`src/rtl/dpt_pkg.sv`:
```
// Shared types for the open-page tracker.
// Assumes: result codes are fixed by the controller that consumes them.
package dpt_pkg;
    typedef enum logic [1:0] {
        PG_HIT  = 2'b00,
        PG_MISS = 2'b01,
        PG_IDLE = 2'b10
    } pg_result_e;
endpackage

```
`src/rtl/dpt_addr_decode.sv`:
```
// Splits a request address into bank, row and column fields.
// Assumes: ADDR_W > BANK_W + COL_W; INTERLEAVE picks low-bit bank selection.
module dpt_addr_decode #(
    parameter int ADDR_W     = 24,
    parameter int BANK_W     = 2,
    parameter int COL_W      = 10,
    parameter bit INTERLEAVE = 1'b0,
    localparam int ROW_W     = ADDR_W - BANK_W - COL_W
) (
    input  logic [ADDR_W-1:0] addr,
    output logic [BANK_W-1:0] bank,
    output logic [ROW_W-1:0]  row,
    output logic [COL_W-1:0]  col
);
    generate
        if (INTERLEAVE) begin : g_low_bank
            // Interleaved layout: {row, column, bank}
            assign bank = addr[BANK_W-1:0];
            assign col  = addr[BANK_W +: COL_W];
            assign row  = addr[ADDR_W-1 -: ROW_W];
        end else begin : g_high_bank
            // Region layout: {bank, row, column}
            assign bank = addr[ADDR_W-1 -: BANK_W];
            assign row  = addr[COL_W +: ROW_W];
            assign col  = addr[COL_W-1:0];
        end
    endgenerate
endmodule

```
`src/rtl/dpt_page_slot.sv`:
```
// One open-page tracker: row register, valid flag, compare and active-time counter.
// Assumes: 'access' is high for at most one slot per cycle and always wins
// over an expiry in the same cycle.
module dpt_page_slot
    import dpt_pkg::*;
#(
    parameter int ROW_W          = 8,
    parameter int TIMEOUT_CYCLES = 64,
    localparam int CNT_W         = $clog2(TIMEOUT_CYCLES + 1)
) (
    input  logic             clk,
    input  logic             rst_n,
    input  logic             access,
    input  logic [ROW_W-1:0] acc_row,
    output pg_result_e       result,
    output logic             expire
);
    logic             open_q;
    logic [ROW_W-1:0] row_q;
    logic [CNT_W-1:0] cnt_q;
    logic             expire_q;

    // Compare the presented row with the open page.
    always_comb begin
        if (!open_q)              result = PG_IDLE;
        else if (row_q == acc_row) result = PG_HIT;
        else                      result = PG_MISS;
    end

    // Open on access, count down while idle, close and pulse at zero.
    always_ff @(posedge clk) begin
        if (!rst_n) begin
            open_q   <= 1'b0;
            row_q    <= '0;
            cnt_q    <= '0;
            expire_q <= 1'b0;
        end else begin
            expire_q <= 1'b0;
            if (access) begin
                open_q <= 1'b1;
                row_q  <= acc_row;
                cnt_q  <= CNT_W'(TIMEOUT_CYCLES);
            end else if (open_q) begin
                if (cnt_q <= CNT_W'(1)) begin
                    open_q   <= 1'b0;
                    cnt_q    <= '0;
                    expire_q <= 1'b1;
                end else begin
                    cnt_q <= cnt_q - 1'b1;
                end
            end
        end
    end

    assign expire = expire_q;

    // an access leaves the page open on the new row
    a_r5_access_opens: assert property (@(posedge clk) disable iff (!rst_n)
        access |=> (open_q && row_q == $past(acc_row)));
    // an access edge never produces an expiry pulse
    a_r8_access_beats_expiry: assert property (@(posedge clk) disable iff (!rst_n)
        access |=> !expire_q);
    // the precharge pulse lasts one cycle
    a_r7_single_pulse: assert property (@(posedge clk) disable iff (!rst_n)
        expire_q |=> !expire_q);
    // the counter stays within its reload value
    a_r7_cnt_bound: assert property (@(posedge clk) disable iff (!rst_n)
        cnt_q <= CNT_W'(TIMEOUT_CYCLES));
endmodule

```
`src/rtl/dram_page_tracker.sv`:
```
// Open-page hit/miss decision unit for a multi-bank DRAM controller.
// Assumes: one request per cycle; the response is registered one edge later;
// in interleaved mode a single slot tracks a page spread over all banks.
module dram_page_tracker
    import dpt_pkg::*;
#(
    parameter int ADDR_W         = 24,
    parameter int NUM_BANKS      = 4,
    parameter int COL_W          = 10,
    parameter bit INTERLEAVE     = 1'b0,
    parameter int TIMEOUT_CYCLES = 64,
    localparam int BANK_W        = $clog2(NUM_BANKS),
    localparam int ROW_W         = ADDR_W - BANK_W - COL_W
) (
    input  logic                 clk,
    input  logic                 rst_n,
    input  logic                 req_valid,
    input  logic [ADDR_W-1:0]    req_addr,
    output logic                 req_ready,
    output logic                 rsp_valid,
    output logic [BANK_W-1:0]    rsp_bank,
    output logic [ROW_W-1:0]     rsp_row,
    output logic [1:0]           rsp_result,
    output logic [NUM_BANKS-1:0] precharge_req
);
    localparam int NUM_SLOTS = INTERLEAVE ? 1 : NUM_BANKS;
    localparam int SLOT_W    = (NUM_SLOTS > 1) ? $clog2(NUM_SLOTS) : 1;

    // legal bank counts
    initial begin
        a_r11_bank_count: assert (NUM_BANKS == 2 || NUM_BANKS == 4 || NUM_BANKS == 8)
            else $error("NUM_BANKS must be 2, 4 or 8");
    end

    logic                 ready_q;
    logic                 req_fire;
    logic [BANK_W-1:0]    dec_bank;
    logic [ROW_W-1:0]     dec_row;
    logic [COL_W-1:0]     dec_col;
    logic [SLOT_W-1:0]    slot_sel;
    logic [NUM_SLOTS-1:0] slot_access;
    logic [NUM_SLOTS-1:0] slot_expire;
    pg_result_e           slot_result [NUM_SLOTS];
    pg_result_e           sel_result;

    // Accept requests from the first edge after reset.
    always_ff @(posedge clk) begin
        if (!rst_n) ready_q <= 1'b0;
        else        ready_q <= 1'b1;
    end

    assign req_ready = ready_q;
    assign req_fire  = req_valid && ready_q;

    dpt_addr_decode #(
        .ADDR_W    (ADDR_W),
        .BANK_W    (BANK_W),
        .COL_W     (COL_W),
        .INTERLEAVE(INTERLEAVE)
    ) u_decode (
        .addr(req_addr),
        .bank(dec_bank),
        .row (dec_row),
        .col (dec_col)
    );

    generate
        if (INTERLEAVE) begin : g_shared
            // One slot covers every bank.
            assign slot_sel      = '0;
            assign precharge_req = {NUM_BANKS{slot_expire[0]}};
        end else begin : g_per_bank
            // One slot per bank region.
            assign slot_sel      = SLOT_W'(dec_bank);
            assign precharge_req = slot_expire;
        end

        for (genvar s = 0; s < NUM_SLOTS; s++) begin : g_slot
            assign slot_access[s] = req_fire && (slot_sel == SLOT_W'(s));
            dpt_page_slot #(
                .ROW_W         (ROW_W),
                .TIMEOUT_CYCLES(TIMEOUT_CYCLES)
            ) u_slot (
                .clk    (clk),
                .rst_n  (rst_n),
                .access (slot_access[s]),
                .acc_row(dec_row),
                .result (slot_result[s]),
                .expire (slot_expire[s])
            );
        end
    endgenerate

    // Pick the decision of the addressed slot.
    always_comb begin
        sel_result = PG_IDLE;
        for (int s = 0; s < NUM_SLOTS; s++) begin
            if (slot_access[s]) sel_result = slot_result[s];
        end
    end

    // Register the response for the accepted request.
    always_ff @(posedge clk) begin
        if (!rst_n) begin
            rsp_valid  <= 1'b0;
            rsp_bank   <= '0;
            rsp_row    <= '0;
            rsp_result <= 2'b00;
        end else begin
            rsp_valid <= req_fire;
            if (req_fire) begin
                rsp_bank   <= dec_bank;
                rsp_row    <= dec_row;
                rsp_result <= sel_result;
            end
        end
    end

    // a response follows every accepted request
    a_r3_rsp_follows: assert property (@(posedge clk) disable iff (!rst_n)
        (req_valid && req_ready) |=> rsp_valid);
    // no response without a request
    a_r3_no_spurious: assert property (@(posedge clk) disable iff (!rst_n)
        !(req_valid && req_ready) |=> !rsp_valid);
    // the unused code never appears
    a_r4_code_legal: assert property (@(posedge clk) disable iff (!rst_n)
        rsp_valid |-> (rsp_result != 2'b11));
    // the decision carries the decoded bank of the request
    a_r3_bank_match: assert property (@(posedge clk) disable iff (!rst_n)
        (req_valid && req_ready) |=> (rsp_bank == $past(dec_bank)));
endmodule

```
`config.mk`:
```
export PLATFORM = sky130hd
export DESIGN_NAME = dram_page_tracker
export DESIGN_NICKNAME = d
export VERILOG_FILES = /design/src/rtl/dpt_pkg.sv /design/src/rtl/dpt_addr_decode.sv /design/src/rtl/dpt_page_slot.sv /design/src/rtl/dram_page_tracker.sv
export SDC_FILE = /design/constraint.sdc
export NUM_CORES = 1
export LEC_CHECK = 0
export ABC_AREA = 1
export CAP_MARGIN = 0
export CORE_ASPECT_RATIO = 1.2
export CORE_MARGIN = 4
export CORE_UTILIZATION = 44
export CTS_BUF_LIST = sky130_fd_sc_hd__clkbuf_16
export DETAILED_ROUTE_END_ITERATION = 10
export PLACE_DENSITY = 0.63
export SYNTH_ARGS = -nofsm -noshare
export SYNTH_HDL_FRONTEND = slang
export SYNTH_HIERARCHICAL = 1
export SYNTH_SLANG_ARGS = --single-unit
```
`constraint.sdc`:
```
create_clock -name clk -period 2.4 [get_ports clk]
set_input_delay 0.36 -clock clk [delete_from_list [all_inputs] [get_ports clk]]
set_output_delay 0.36 -clock clk [all_outputs]
set_load 0.1 [all_outputs]
```
# After elaboration in Yosys (flattened, before gate mapping)
# Cells that the tools add are included.
totals:
  input_bits: 27
  out_inout_bits: 22
  ramBits: 0
  reg_bits: 102
  mem_count: 0
  latch_bits: 0
  rom_bits: 0
  wordCells: 104
classes:
  n_lt_le_gt_ge: 4
  div: 0
  n_reduce_logical: 18
  n_mux: 41
  n_shift: 0
  eq_ne: 7
  bitwise: 5
  multipliers: 0
  add_sub_neg: 4
ops:
  columns: ["op", "count"]
  rows:
  - ["two-way mux 7 bit", 12]
  - ["equality test 12 bit", 4]
  - ["<= comparator 7 x 1 -> 1 bit, second input constant", 4]
  - ["subtractor 7 x 1 -> 7 bit, second input constant", 4]
  - ["two-way mux 1 bit", 21]
  - ["two-way mux 2 bit", 8]
  - ["OR reduction 3 bit", 4]
  - ["nonzero test 2 bit", 4]
  - ["OR reduction 2 bit", 4]
  - ["logical AND 1 bit", 5]
  - ["inverter 1 bit", 5]
  - ["equality test 2 bit, second input constant", 2]
  - ["equality test 2 x 1 -> 1 bit, second input constant", 1]
  - ["zero test 2 bit", 1]

# Logic depth before layout (Yosys ltp)
logic_depth:
  ltp_word: 7
  mapped_depth: 11
  mapped_depth_nobuf: 10

# By module
# Netlist, hierarchy kept.
by_module_without_submodules:
  columns: ["mod", "cells_each", "instances", "seq_area_each_um2", "area_per_inst_um2"]
  rows:
  - ["dpt_page_slot", 141, 4, 420.4, 1021.0]
  - ["dram_page_tracker", 99, 1, 360.3, 726.9]
  - ["dpt_addr_decode", 24, 1, 0.0, 180.2]

# Least setup slack after synthesis
# No wires, ideal clock.
synth_path:
  path_kind: "reg-to-reg"
  from: "register ready_q (netlist: req_ready)"
  to: "register g_slot[0].u_slot.row_q[10]"
  stages_incl_launch_ff: 8
  n_path_buf: 2
  period_less_slack_ns: 2.307
  t_arrival_ns: 2.191
  slack_ns: 0.093
  t_required_ns: 2.284
  setup_ns: 0.116
  path_cell_list: "dfxtp_1 -> nand2_2 -> buf_2 -> nor3_1 -> inv_1 -> clkbuf_1 -> nor2_1 -> nor2_1"
synth_between:
  elab_chain_cells: 2
synth_lines:
  columns: ["element", "line_no", "text"]
  rows:
  - ["from (decl)", "dram_page_tracker.sv:35", "logic ready_q;"]
  - ["from (signal assigned)", "dram_page_tracker.sv:48", "if (!rst_n) ready_q <= 1'b0;"]
  - ["from (signal assigned)", "dram_page_tracker.sv:49", "else ready_q <= 1'b1;"]
  - ["logical AND 1 bit", "dram_page_tracker.sv:53", "assign req_fire = req_valid && ready_q;"]
  - ["logical AND 1 bit", "dram_page_tracker.sv:79", "assign slot_access[s] = req_fire && (slot_sel == SLOT_W'(s));"]
  - ["net slot_access[0]", "dram_page_tracker.sv:41", "logic [NUM_SLOTS-1:0] slot_access;"]
  - ["to (signal assigned)", "dpt_page_slot.sv:41", "row_q <= acc_row;"]
  - ["to (decl)", "dpt_page_slot.sv:19", "logic [ROW_W-1:0] row_q;"]
# The timed path passes the listed nets, and every way through them passes these cells.
# A chain may end at the register's enable or synchronous reset.

==> summary.md <==
| Metric | Value |
|---|---|
| Number of filler cells placed in the layout | 1066 |
| # clock sinks | 102 |
| Avg Cell Area, Syn | 7.261 um^2 |
| Total die area | 0.01293 mm^2 |
| Yosys synthesis warning count | 6 |
| # placed instances | 833 |
| Critical path peak fanout | 8 |
| Setup CP Type | in -> reg |
| CTS resizes | 0 |
| P&R area growth vs syn | 15.27% |
| Mapped Area | 0.004916 mm^2 |
| Slew Viols, Final | 0 |
| Max frequency | 546.3 MHz |
| Worst Clk Skew | 0.006220 ns |
| Antenna cells | 0 |
| Global-route wire length before repair | about 18000 um |
| Pre-CTS setup slack | 0.2129 ns |
| Commonest non-fill, non-tap cell in the layout | nor2_1 |
| Final Instance Count excl. Fillers | around 850 |
| I/O pin cnt | 49 |
| Largest net degree at the start of global routing | 32 |
| H-Tree Depth | 3 |
| Post-Route WL | 10680 um |
| WP buf/inv | 2 |
| Crit-path leading delay family | buffers and inverters |
| Die W | 104.5 um |
| Minimum clock period | 1.830 ns |
| TritonCTS clock tree | built |
| Final worst slack | 0.5696 ns |
| Via Count | 4169 |
| Setup total negative slack | 0 ns |
| Routed length per instance | 12.58 um |
| Antenna viol nets, final | 0 |
| Max cap viols | 0 |
| Sequential cell area | around 0.0020 mm^2 |
| Delay of the slowest cell on the worst path | approximately 0.74 ns |
| DRT iter0 DRCs | ~180 |
| Commonest cells after routing, fill and taps aside | nor2_1 (185), dfxtp_1 (102), nand2_1 (81), o21ai_0 (71), xnor2_1 (48) |
| CP Data Arrival Time | 2.07 ns |
| Lkg Pwr | 2.416 nW |
| Starting Density | 0.4476 |
| Initial antenna violation count | 0 |
| Chip height | between 100 and 150 um |
| CP endpoint kind | register |
| Root buf cell | clkbuf_16 |
| Slowest stage cell, crit path | clkdlybuf4s50_1 |
| Vias in the first global route | 3993 |
| Worst VDD drop | 0.3081 mV |
| Latest clock arrival within the worst-skew pair | 0.35 ns |
| Router iterations before antenna repair | 4 |
| Setup violators final | 0 |
| Crit-path cells | clkdlybuf4s50_1 > xnor2_1 > nand2_1 > nor2_1 > nand3_1 > nand2_1 > inv_1 > a21oi_1 > nand2_1 > nor2_1 > nor2_1 |
| Final Hold Fails | 0 |
| Via-to-Cell Ratio | 4.910 |
| # hold bufs at CTS | 0 |
| RSZ-0062 raised after global routing | false |
| Worst-case clock buffer depth | 2 |
| Hold Crit Class | reg -> reg |
| PwrDens | 693.7 mW/mm^2 |
| DRC violation count after routing | 0 |
| WP depth | 11 |
| Slew @ Worst Pin | 0.4970 ns |
| Startpoint types | primary input |
| Post-synthesis cell count | 677 |
| Post-DP HPWL | 7634 um |
| Congestion Overflow GR | 0 |
| TritonCTS Buffers | 9 |
| GRT Overall Usage | 0.1727 |
| Layout Nets | approximately 750 |
| Rel. slew slack | 0.6687 |
| Gp weighted congestion | 0.8027 |
| Clock-pin slew on the worst setup and hold paths | 0.07 ns |
| Share of cells above drive strength 1 | 0.1325 |
| Rows | 42 |
| Hold depth | 2 |
| Outcome | finished, final reports clean |
| PortBufs | 38 |
| Worst Path Required | 2.64 ns |
| Syn_nets | 712 |
| Core area | roughly 0.011 mm^2 |
| Setup fix buffers added after clock tree synthesis | 0 |
| Period utilization | 0.7627 |
| Multi-input logic area | 0.002482 mm^2 |
| R2R depth | 5 |
[metrics by stage]
| step | instance area (um^2) | utilization | power (mW) | hold slack [ns] |
|---|---|---|---|---|
| after detailed placement | 5344 | 0.4866 | 2.399 | 0.4713 |
| after global routing | 5667 | 0.5159 | 4.095 | 0.5105 |
| final | 5667 | 0.5159 | 3.931 | 0.4815 |
| after floorplan | 4916 | - | 2.265 | 0.3877 |
| after CTS | 5667 | 0.5159 | 3.975 | 0.4827 |
| after global placement | 5344 | 0.4866 | 2.389 | 0.4687 |
[layout make-up]
cell class / count / share of cell area
Multi-Input combinational cell: 492 / 0.4381
Timing Repair Buffer: 58 / 0.08302
Clock buffer: 9 / 0.03974
Clock inverter: 7 / 0.01722
Sequential cell: 102 / 0.3603
Tap cell: 132 / 0.02915
Inverter: 49 / 0.03246
[power breakdown]
part / total [mW] / internal [mW] / switching [mW]
logic: 0.563 / 0.185 / 0.377
registers: 1.80 / 1.75 / 0.0425
clock network: 1.57 / 0.918 / 0.656
total: 3.93 / 2.86 / 1.08
[registers in the layout, indices dropped and copies added, names as in the netlist]
signal / flops
g_slot.u_slot/row_q: 48
g_slot.u_slot/cnt_q: 28
rsp_row: 12
g_slot.u_slot/expire: 4
g_slot.u_slot/open_q: 4
rsp_bank: 2
rsp_result: 2
req_ready: 1
rsp_valid: 1
[final timing paths]
kind / from / endpoint / slack, ns
max: req_addr[15] / rsp_result[0] / 0.57
max reg2reg: req_ready / g_slot[0].u_slot/row_q[3] / 0.80
min reg2reg: g_slot[3].u_slot/cnt_q[1] / g_slot[3].u_slot/cnt_q[1] / 0.48
min: g_slot[3].u_slot/cnt_q[1] / g_slot[3].u_slot/cnt_q[1] / 0.48
[per-layer routing]
layer / vias to the layer above / GRT usage / part of all wire
met5: - / 0 / 0
met4: 0 / 0.06899 / 0.017
met3: 12 / 0.02436 / 0.026
met2: 41 / 0.2973 / 0.48
met1: 1928 / 0.2202 / 0.48
li1: 2188 / - / -
[worst min-delay path, stage by stage (launching register included)]
cell	delay (ns)
dfxtp_1	0.32
nand2_1	0.06
a21oi_1	0.05
No activity file was read; power rests on OpenSTA's default activity.
